===== config.mk =====
export PLATFORM = sky130hd
export DESIGN_NAME = acq_trigger_buffer
export DESIGN_NICKNAME = d
export VERILOG_FILES = /design/src/rtl/acq_trigger_buffer.sv
export SDC_FILE = /design/constraint.sdc
export NUM_CORES = 1
export LEC_CHECK = 0
export BUFFER_PORTS_ARGS = -buffer_cell sky130_fd_sc_hd__clkbuf_2
export CORE_MARGIN = 2
export CORE_UTILIZATION = 47
export CTS_CLUSTER_DIAMETER = 30
export DETAILED_ROUTE_END_ITERATION = 12
export HOLD_SLACK_MARGIN = 0.12
export MAX_ROUTING_LAYER = met4
export PLACE_DENSITY = 0.82
export SLEW_MARGIN = 40
export SYNTH_ARGS = -nofsm -noshare
export SYNTH_HDL_FRONTEND = slang
export SYNTH_SLANG_ARGS = --single-unit

===== constraint.sdc =====
create_clock -name clk -period 3.55 [get_ports clk]
set_input_delay 0.1775 -clock clk [delete_from_list [all_inputs] [get_ports clk]]
set_output_delay 0.1775 -clock clk [all_outputs]
set_load 0.01 [all_outputs]

===== src/rtl/acq_trigger_buffer.sv =====
module acq_trigger_buffer #(
  parameter int DATA_W  = 64,
  parameter int SAMPLES = 8,
  parameter int DEPTH   = 256
) (
  input  logic                       clk,
  input  logic                       rst_n,
  input  logic                       arm,
  input  logic [$clog2(DEPTH):0]     pre_len,
  input  logic [$clog2(DEPTH):0]     post_len,
  input  logic                       in_valid,
  input  logic [DATA_W-1:0]          in_data,
  input  logic                       in_trig,
  input  logic [$clog2(SAMPLES)-1:0] in_trig_idx,
  output logic                       wr_en,
  output logic [$clog2(DEPTH)-1:0]   wr_addr,
  output logic [DATA_W-1:0]          wr_data,
  output logic [$clog2(DEPTH)-1:0]   trig_addr,
  output logic [$clog2(SAMPLES)-1:0] trig_idx,
  output logic [$clog2(DEPTH)-1:0]   start_addr,
  output logic                       done
);
  localparam int AW = $clog2(DEPTH);
  localparam int IW = $clog2(SAMPLES);
  localparam logic [AW:0] MIN_LEN  = (AW+1)'(2);
  localparam logic [AW:0] POST_MAX = (AW+1)'(DEPTH - 3);
  localparam logic [AW:0] RING_MAX = (AW+1)'(DEPTH - 1);

  typedef enum logic [2:0] {S_IDLE, S_PRE, S_ARMED, S_POST, S_DONE} state_t;
  state_t state;

  logic [AW-1:0] waddr;
  logic [AW:0]   cnt, pre_eff, post_eff, post_c, pre_c, pre_max;

  assign post_c  = (post_len < MIN_LEN) ? MIN_LEN : (post_len > POST_MAX) ? POST_MAX : post_len;
  assign pre_max = RING_MAX - post_c;
  assign pre_c   = (pre_len < MIN_LEN) ? MIN_LEN : (pre_len > pre_max) ? pre_max : pre_len;

  assign wr_en      = in_valid && (state == S_PRE || state == S_ARMED || state == S_POST);
  assign wr_addr    = waddr;
  assign wr_data    = in_data;
  assign done       = (state == S_DONE);
  assign start_addr = trig_addr - pre_eff[AW-1:0];

  always_ff @(posedge clk) begin
    if (!rst_n) begin
      state     <= S_IDLE;
      waddr     <= '0;
      cnt       <= '0;
      pre_eff   <= MIN_LEN;
      post_eff  <= MIN_LEN;
      trig_addr <= '0;
      trig_idx  <= '0;
    end else begin
      case (state)
        S_IDLE: if (arm) begin
          state    <= S_PRE;
          waddr    <= '0;
          cnt      <= '0;
          pre_eff  <= pre_c;
          post_eff <= post_c;
        end
        S_PRE: if (in_valid) begin
          waddr <= waddr + 1'b1;
          cnt   <= cnt + 1'b1;
          if (cnt + 1'b1 == pre_eff) state <= S_ARMED;
        end
        S_ARMED: if (in_valid) begin
          waddr <= waddr + 1'b1;
          if (in_trig) begin
            trig_addr <= waddr;
            trig_idx  <= in_trig_idx;
            cnt       <= '0;
            state     <= S_POST;
          end
        end
        S_POST: if (in_valid) begin
          waddr <= waddr + 1'b1;
          cnt   <= cnt + 1'b1;
          if (cnt + 1'b1 == post_eff) state <= S_DONE;
        end
        default: state <= S_IDLE;
      endcase
    end
  end

  p_write_needs_valid_r2: assert property (@(posedge clk) disable iff (!rst_n)
    wr_en |-> in_valid);
  p_addr_step_r2: assert property (@(posedge clk) disable iff (!rst_n)
    wr_en |=> wr_addr == $past(wr_addr) + 1'b1);
  p_arm_origin_r2: assert property (@(posedge clk) disable iff (!rst_n)
    (state == S_IDLE && arm) |=> wr_addr == '0);
  p_clamp_r3: assert property (@(posedge clk) disable iff (!rst_n)
    (state != S_IDLE) |-> (pre_eff >= MIN_LEN && post_eff >= MIN_LEN && pre_eff + post_eff <= RING_MAX));
  p_no_trig_in_prefill_r4: assert property (@(posedge clk) disable iff (!rst_n)
    (state == S_PRE) |=> state != S_POST);
  p_trig_capture_r5: assert property (@(posedge clk) disable iff (!rst_n)
    (state == S_ARMED && in_valid && in_trig) |=> trig_addr == $past(wr_addr));
  p_done_pulse_r6: assert property (@(posedge clk) disable iff (!rst_n)
    done |=> !done);
  p_silent_after_r8: assert property (@(posedge clk) disable iff (!rst_n)
    (state == S_IDLE || state == S_DONE) |-> !wr_en);
  p_trig_hold_r8: assert property (@(posedge clk) disable iff (!rst_n)
    (state != S_ARMED) |=> $stable(trig_addr) || $past(state) == S_ARMED);
endmodule


==> run metrics, run 1 <==
status completed; sequential share of the synthesized area 26.9%; Data arrival, critical path 3.13 ns; max cap viols 0; Post-CTS Resized 0; Crit path buffers/inverters 0; vias 2840; WL final 7800 um; H-tree levels 2; total CTS buffers 5; Hold Crit Endpoint trig_idx[2]$_SDFFE_PN0P_; Die H 92.0 um; cell count after placement 513; Sw Pwr 0.000339 W; PwrDens 332 mW/mm2; fmax 346 MHz; RSZ-0062 raised after global routing no; cell repeated most along the worst path or4_1; die area 0.00847 mm2; gr ovfl total 0; Post-Synth Simple-Gate Area between 10% and 20%; Post-synth EDFFs 0; Leak 1.65 nW; startpoint class of the critical path register; number of global-route vias before repair about 2600; Main synth FF type dfxtp_1; Top Ports around 180; DRT iter0 DRCs 186; synthesized instance count approximately 440; # port buffers 54; Post-DP Area approximately 0.0035 mm2; xor and xnor fraction of the mapped netlist area 8.21%; Int Pwr 0.000850 W; delay-heaviest family, CP simple AND/OR/NAND/NOR gates; drt drc 0; Post-Synthesis Cell Area about 0.0036 mm2; Yosys top cell by area dfxtp_1; Slew Viols, Final 0; Ys Warns 0; clock latency at the later pin of the worst-skew pair around 0.3 ns; Critical R2R Capture state[1]$_SDFFE_PN0P_; HP Start in_trig_idx[2]; routed len/inst 15.0 um; Cell Rows 32; worst endpoint required time 3.79 ns; Slew HR between 50% and 60%; Setup TNS Final 0 ns; post-route cell area 0.00358 mm2; Avg Inst Size Synth 8.31 um2; endpoints failing hold 0; Synth-to-Final Area Change -1.55%; GP Congestion 0.926; Global Route Usage Sum about a fifth; CTS tree done; Setup Viol. Count Final 0; Final Critical Period 2.89 ns; DP Worst Slack 0.618 ns; largest family of logic cells by synthesized area simple AND/OR/NAND/NOR gates; Final nets 527; Hold WS 0.138 ns; Peak VDD IR about 160 uV; post-CTS setup buffer count 0; Async S/R FF share, synth 0%; Comb pwr share 19.5%; CTS Hold Bufs 0; Post-Synth Adder-Cell Area between 6 and 7%; reg2reg start cnt[0]$_SDFFE_PN0P_; Ant. Diodes 0; CTS Sinks slightly below 50; via/cell ratio 5.45; Synth Area in Compound Gates 14.7%; top cells by area, synth dfxtp_1 27%, buf_4 13%, ha_1 6.2%; clk_skew 0.00931 ns; DRT Pass-1 Iters 4; clk buf depth 2; worst-path cell chain ha_1 -> nand3_4 -> or3_4 -> a311o_1 -> or4_1 -> or4_1 -> a21boi_1; Synth cell types between 50 and 60; CP Class reg2reg; Crit. End Element register; r2r worst-path depth 7; Max Fanout on Critical Path 8; post-route ant nets 0; WHS Path Cells 3; Starting Density a little under half; Worst-Margin Slew 0.680 ns; switch share 28.5%; flops & latches, synth 49; Clk pin slew, worst setup/hold paths 0.09 ns; CP max stage delay 0.52 ns; final std cells w/o fill 521; Synth top area share between 20% and 30%; Core Footprint 0.00761 mm2; syn_nets 547; crit share post-route 81.4%; root buf cell clkbuf_8; clock group share of total power 30.2%; fraction of layout cells with a size suffix above 1 between 15 and 20%; mux contribution to synthesized area 5.81%; slowest CP cell or4_1; flop2flop setup slack 0.66 ns; final worst slack roughly 0.66 ns; hpwl dp 6110 um; first-pass GRT wire length 12800 um; Flop pwr share 50.3%; largest net degree at the start of global routing 40; initial antenna violation count 0; Die Wd slightly above 90 um; HP Class in2reg
==> cell usage in the layout (no fill, tap or decap), drive strengths merged, types with 17 or more instances in the layout <==
cell,netlist,routed
inv,23,23
o21ai,24,24
ha,18,18
clkbuf,13,61
nor2,18,18
nor2b,23,23
xnor2,17,17
nand2,33,33
mux2i,20,20
dfxtp,49,49
==> power groups by stage <==
stage | Clock [W] | Combinational, W | Sequential, W
2_1_floorplan | 0 | 0.000244 | 0.000595
3_3_place_gp | 0 | 0.000222 | 0.000609
3_5_place_dp | 0 | 0.000231 | 0.000610
4_1_cts | 0.000362 | 0.000232 | 0.000597
5_1_grt | 0.000381 | 0.000260 | 0.000601
6_report | 0.000359 | 0.000232 | 0.000598
==> cell families (layout without fill, tap and decap cells) <==
| kind of cell | after synthesis | count (layout) |
|---|---|---|
| buffers and inverters | 104 | 85 |
| muxes | 21 | 21 |
| other | 1 | 1 |
| DFF | 49 | 49 |
| and+or+nand+nor | 133 | 133 |
| adders and majority gates | 19 | 19 |
| xor gates and xnor gates | 31 | 31 |
| AOI/OAI and AO/OA | 80 | 80 |
==> tightest hold or removal path, cell delays in order <==
cell and delay, ns:
clkbuf_2 0.07, mux2i_1 0.05, nor2b_1 0.10
==> synth_stat cells, types with 7 or more instances <==
library cell  instances
buf_4                65
dfxtp_1              49
nand2_1              33
o21ai_0              24
inv_1                23
nor2b_1              23
mux2i_1              20
ha_1                 18
nor2_1               18
xnor2_1              17
clkbuf_1             12
xor2_1               12
a21oi_1               9
nand3_1               9
and3_1                8
nand4_1               8
and2_1                7
o211a_1               7
==> cell type report <==
| type | instances | area, um2 |
|---|---|---|
| Inverter | 23 | 86.3 |
| Clock inverter | 1 | 5.00 |
| Sequential cell | 49 | 981 |
| Fill cell | 735 | 4020 |
| Timing Repair Buffer | 54 | 270 |
| Multi-Input combinational cell | 285 | 2020 |
| Clock buffer | 7 | 96.3 |
| Tap cell | 102 | 128 |
==> sequential cells by signal, summed over array words and instances (netlist names) <==
signal     flops
trig_idx       3
post_eff       9
wr_addr        8
trig_addr      8
pre_eff        9
cnt            9
state          3
==> through the flow <==
step | power [W] | utilization (%)
4_1_cts | 0.00119 | 47.1
3_5_place_dp | 0.000840 | 45.7
6_report | 0.00119 | 47.1
3_3_place_gp | 0.000830 | 45.7
2_1_floorplan | 0.000839 | -
5_1_grt | 0.00124 | 47.1
==> per-layer routing <==
layer / vias up / GRT usage (%) / share of wire, %
li1: 1391 / - / -
met1: 1311 / 24.8 / 45
met2: 105 / 29.3 / 47
met3: 33 / 2.96 / 5.4
met4: 0 / 7.71 / 2.9
met5: - / - / 0
==> worst max-delay path by stage <==
stage                              from                       to  slack (ns)  cells after the start
finish              cnt[0]$_SDFFE_PN0P_    state[1]$_SDFFE_PN0P_        0.66                      7
global route        cnt[0]$_SDFFE_PN0P_    state[1]$_SDFFE_PN0P_        0.55                      7
CTS                 cnt[0]$_SDFFE_PN0P_    state[1]$_SDFFE_PN0P_        0.68                      7
detailed placement          post_len[5]  pre_eff[1]$_SDFFE_PN1P_        0.62                     13
global placement            post_len[5]  pre_eff[1]$_SDFFE_PN1P_        0.73                     13
floorplan           cnt[1]$_SDFFE_PN0P_    state[1]$_SDFFE_PN0P_         1.0                      7
(Power assumes the default switching activity.)
==> run 2, diff against run 1 <==
==> constraint.sdc (replaced) <==
create_clock -name clk -period 2.9 [get_ports clk]
set_input_delay 0.145 -clock clk [delete_from_list [all_inputs] [get_ports clk]]
set_output_delay 0.145 -clock clk [all_outputs]
set_load 0.01 [all_outputs]
==> run metrics, run 2 (synthesized netlist as in run 1, its figures left out) <==
clock latency at the later pin of the worst-skew pair 0.30 ns (about the same); Hold WS 0.111 ns (-0.0268 ns); cell count after placement 517 (+0.78%); fmax 363 MHz (+5.0%); Final nets 532 (+0.95%); Ant. Diodes 0 (unchanged); biggest regs cnt (9), post_eff (9), pre_eff (9); crit share post-route 94.9% (+13 points); Core Footprint 0.00761 mm2 (unchanged); first-pass GRT wire length 12600 um (-1.3%); Final Critical Period 2.75 ns (-0.139 ns); Setup Viol. Count Final 0 (unchanged); number of fill cells in the layout 757 (+3.0%); Die Wd 92.0 um (unchanged); post-route ant nets 0 (unchanged); cell repeated most along the worst path or4_1; Starting Density 47.9% (unchanged); post-CTS setup buffer count 0 (unchanged); Clk pin slew, worst setup/hold paths 0.09 ns (about the same); Crit path buffers/inverters 0 (unchanged); # port buffers 54 (unchanged); CTS Sinks 49 (unchanged); GP Congestion 0.948 (+2.4%); most common cell after layout, fill and taps aside clkbuf_2; CTS tree done; WHS Path Cells 3 (unchanged); status completed; RSZ-0062 raised after global routing no; commonest cells after routing, fill and taps aside 54 x clkbuf_2, 49 x dfxtp_1, 33 x nand2_1, 24 x o21ai_0; endpoints failing hold 0 (unchanged); CP max stage delay 0.51 ns (about the same); Die H 92.0 um (unchanged); Max Fanout on Critical Path 7 (-1); Post-CTS Resized 0 (unchanged); Hold Crit Endpoint trig_idx[1]$_SDFFE_PN0P_; Slew HR 55.1% (+0.48 points); Crit. End Element register; initial antenna violation count 0 (unchanged); H-tree levels 2 (unchanged); worst-path cell chain ha_1 -> nand3_4 -> or3_4 -> a311o_1 -> or4_1 -> or4_1 -> a21boi_1; CP Class reg2reg; clk buf depth 2 (unchanged); r2r worst-path depth 7 (unchanged); root buf cell clkbuf_8; vias 2847 (+0.25%); HP Class in2reg; Slew Viols, Final 0 (unchanged); Global Route Usage Sum 18.7% (-0.15 points); largest net degree at the start of global routing 40 (unchanged); delay-heaviest family, CP simple AND/OR/NAND/NOR gates; reg2reg start cnt[1]$_SDFFE_PN0P_; DRT Pass-1 Iters 4 (unchanged); PwrDens 401 mW/mm2 (+21%); gr ovfl total 0 (unchanged); Cell Rows 32 (unchanged); Top Ports 183 (unchanged); max cap viols 0 (unchanged); fraction of layout cells with a size suffix above 1 17.0% (+0.51 points); drt drc 0 (unchanged); Data arrival, critical path 2.99 ns (-0.14 ns); die area 0.00847 mm2 (unchanged); number of global-route vias before repair 2735 (+4.0%); Setup TNS Final 0 ns (unchanged); post-layout util 47.6% (+0.48 points); final std cells w/o fill 526 (+0.96%); HP Start in_trig_idx[1]; slowest CP cell or4_1; Leak 1.67 nW (+1.5%); Worst-Margin Slew 0.672 ns (-0.00797 ns); WL final 7830 um (+0.28%); flop2flop setup slack 0.15 ns (-0.51 ns); Critical R2R Capture state[1]$_SDFFE_PN0P_; routed len/inst 14.9 um (-0.67%); Critical Path Source cnt[1]$_SDFFE_PN0P_; via/cell ratio 5.41 (-0.71%); Synth-to-Final Area Change -0.550%; hpwl dp 6110 um (+0.13%); power consumption 0.00145 W (+22%); clk_skew 0.00871 ns (-0.000606 ns); Peak VDD IR 173 uV (+12%); DRT iter0 DRCs 170 (-8.6%); startpoint class of the critical path register; worst endpoint required time 3.14 ns (-0.65 ns); total CTS buffers 5 (unchanged)
-- run 2: worst max path at each step --
stage                                  endpoint  depth (start not counted)
after floorplan           state[1]$_SDFFE_PN0P_                          7
after global placement    state[1]$_SDFFE_PN0P_                          7
after detailed placement  state[1]$_SDFFE_PN0P_                          7
after CTS                 state[1]$_SDFFE_PN0P_                          7
after global routing      state[1]$_SDFFE_PN0P_                          7
final                     state[1]$_SDFFE_PN0P_                          7
-- run 2: final cells by class --
type	instances	area (um2)	area share [%]
tap	102	128	3.52
timing repair buffer	59	310	8.57
clock buffer	7	96.3	2.66
clock inverter	1	5.00	0.138
sequential	49	981	27.1
multi-input combinational	285	2010	55.6
inverter	23	86.3	2.38
-- run 2: repair_timing --
| action | CTS | global route |
|---|---|---|
| hold endpoints to repair | 1 | 0 |
| hold buffers | 1 | 0 |
| endpoints found under the setup margin | 0 | 0 |
-- run 2: where the power goes --
group	internal, W	leakage [nW]	switching [W]
combinational	0.000133	1.22	0.000165
clock	0.000216	0.0542	0.000217
sequential	0.000697	0.398	0.0000263
total	0.00105	1.67	0.000408
-- run 2: per-layer routing --
layer	up-vias	part of all wire [%]	track usage [%]
li1	1408	-	-
met5	-	0	-
met2	88	46	30.3
met1	1318	45	23.2
met4	0	2.8	7.96
met3	33	6.0	3.12
-- run 2: stage by stage --
| step | cell area, um2 | setup slack [ns] |
|---|---|---|
| floorplan | 3640 | 0.350 |
| CTS | 3620 | 0.159 |
| finish | 3620 | 0.147 |
| detailed placement | 3510 | 0.210 |
| global placement | 3510 | 0.267 |
| global route | 3620 | 0.0457 |
-- run 2: tightest hold or removal path, delay by kind of cell --
kind | cells | cell delay, ns
buf+inv | 1 | 0.08
mux | 1 | 0.06
simple gates | 1 | 0.10
==> run 3, diff against run 2 <==
==> constraint.sdc (replaced) <==
create_clock -name clk -period 2.9 [get_ports clk]
set_input_delay 0.145 -clock clk [delete_from_list [all_inputs] [get_ports clk]]
set_output_delay 0.145 -clock clk [all_outputs]
set_load 0.05 [all_outputs]
==> run metrics, run 3 (synthesized netlist as in run 1, its figures left out) <==
Final nets 532 (unchanged); H-tree levels 2 (unchanged); RSZ-0062 raised after global routing no; die area 0.00847 mm2 (unchanged); met3 usage 3.12% (unchanged); clock latency at the later pin of the worst-skew pair 0.30 ns (about the same); Ant. Diodes 0 (unchanged); fmax 364 MHz (+0.15%); slowest CP cell or4_1; Clk pin slew, worst setup/hold paths 0.09 ns (about the same); worst endpoint required time 3.14 ns (about the same); post-layout util 47.6% (about the same); Setup TNS Final 0 ns (unchanged); Global Route Usage Sum 18.7% (unchanged); Synth-to-Final Area Change -0.481% (about the same); GP Congestion 0.948 (unchanged); post-route cell area 0.00362 mm2 (about the same); Leak 1.67 nW (about the same); final worst slack 0.152 ns (+0.00424 ns); via/cell ratio 5.44 (+0.53%); Setup Viol. Count Final 0 (unchanged); Worst-Margin Slew 0.660 ns (-0.0114 ns); post-CTS setup buffer count 0 (unchanged); Max Fanout on Critical Path 7 (unchanged); Post-DP Area 0.00351 mm2 (unchanged); most common cell after layout, fill and taps aside clkbuf_2; endpoints failing hold 0 (unchanged); Core Footprint 0.00761 mm2 (unchanged); Starting Density 47.9% (unchanged); Sequential Area 981 um2 (unchanged); hpwl dp 6110 um (unchanged); biggest regs cnt (9), post_eff (9), pre_eff (9); DRT iter0 DRCs 186 (+9.4%); initial antenna violation count 0 (unchanged); status completed; met1 Track Usage GR 23.2% (unchanged); delay-heaviest family, CP simple AND/OR/NAND/NOR gates; largest net degree at the start of global routing 40 (unchanged); max cap viols 0 (unchanged); Slew Viols, Final 0 (unchanged); commonest cells after routing, fill and taps aside 53 x clkbuf_2, 49 x dfxtp_1, 33 x nand2_1, 24 x o21ai_0; first-pass GRT wire length 12600 um (unchanged); DRT Pass-1 Iters 4 (unchanged); clk buf depth 2 (unchanged); # port buffers 54 (unchanged); post-route ant nets 0 (unchanged); WL final 7840 um (+0.15%); CTS Sinks 49 (unchanged); Cell Rows 32 (unchanged); Data arrival, critical path 2.99 ns (about the same); number of fill cells in the layout 758 (+0.13%); vias 2862 (+0.53%); Slew HR 55.9% (+0.76 points); multi-input logic area 0.00201 mm2 (unchanged); CP max stage delay 0.51 ns (about the same); Top Ports 183 (unchanged); Crit. End Element register; Final Critical Period 2.75 ns (-0.00424 ns); Top Usage Layer GRT met2; Crit path buffers/inverters 0 (unchanged); fraction of layout cells with a size suffix above 1 17.0% (unchanged); clk_skew 0.00782 ns (-0.000886 ns); HP Class in2reg; met2 GRT Util 30.3% (unchanged); gr ovfl total 0 (unchanged); drt drc 0 (unchanged); Die H 92.0 um (unchanged); startpoint class of the critical path register; root buf cell clkbuf_8; CTS tree done; crit share post-route 94.8% (-0.15 points); DP Worst Slack 0.210 ns (unchanged); cell repeated most along the worst path or4_1; worst-path cell chain ha_1 -> nand3_4 -> or3_4 -> a311o_1 -> or4_1 -> or4_1 -> a21boi_1; routed len/inst 14.9 um (+0.15%); Peak VDD IR 174 uV (+0.28%); total CTS buffers 5 (unchanged); number of global-route vias before repair 2735 (unchanged); PwrDens 417 mW/mm2 (+4.0%); Die Wd 92.0 um (unchanged); CP Class reg2reg
[run 3: cell counts in the layout (fill, tap and decap cells not counted)]
Identical to the previous run, type by type.
[run 3: worst paths after layout]
kind	start	slack [ns]	depth (start not counted)	end
setup / recovery	cnt[1]$_SDFFE_PN0P_	0.15	7	state[1]$_SDFFE_PN0P_
hold / removal	in_trig_idx[1]	0.11	3	trig_idx[1]$_SDFFE_PN0P_
setup reg to reg	cnt[1]$_SDFFE_PN0P_	0.15	7	state[1]$_SDFFE_PN0P_
hold reg to reg	post_eff[8]$_SDFFE_PN0P_	0.49	1	post_eff[8]$_SDFFE_PN0P_
[run 3: per-layer routing]
metal	part of all wire [%]	vias up
met5	0	-
met4	3.2	0
met3	5.9	36
met2	46	92
met1	45	1328
li1	-	1406
[run 3: final cells by class]
type / instances / share of cell area, %
Clock buffer: 7 / 2.66
Clock inverter: 1 / 0.138
Inverter: 23 / 2.38
Multi-Input combinational cell: 285 / 55.6
Sequential cell: 49 / 27.1
Tap cell: 102 / 3.52
Timing Repair Buffer: 59 / 8.63
[run 3: report_power, final]
group / internal [W] / switching, W
clock network: 0.000216 / 0.000220
logic: 0.000134 / 0.000221
registers: 0.000697 / 0.0000262
[run 3: repair_timing]
action,4_1_cts,5_1_grt
resized for setup,0,2
hold buffers,1,0
setup endpoints to repair,0,1
endpoints found under the hold margin,1,0
[run 3: stage by stage]
stage	instances	total power (W)	hold WS, ns
2_1_floorplan	438	0.00123	0.311
3_5_place_dp	517	0.00109	0.290
5_1_grt	526	0.00159	0.129
6_report	526	0.00151	0.109
3_3_place_gp	517	0.00108	0.290
4_1_cts	526	0.00152	0.123
[run 3: tightest hold or removal path: stages]
cell and delay [ns]:
clkbuf_2 0.08, mux2i_1 0.06, nor2b_1 0.10
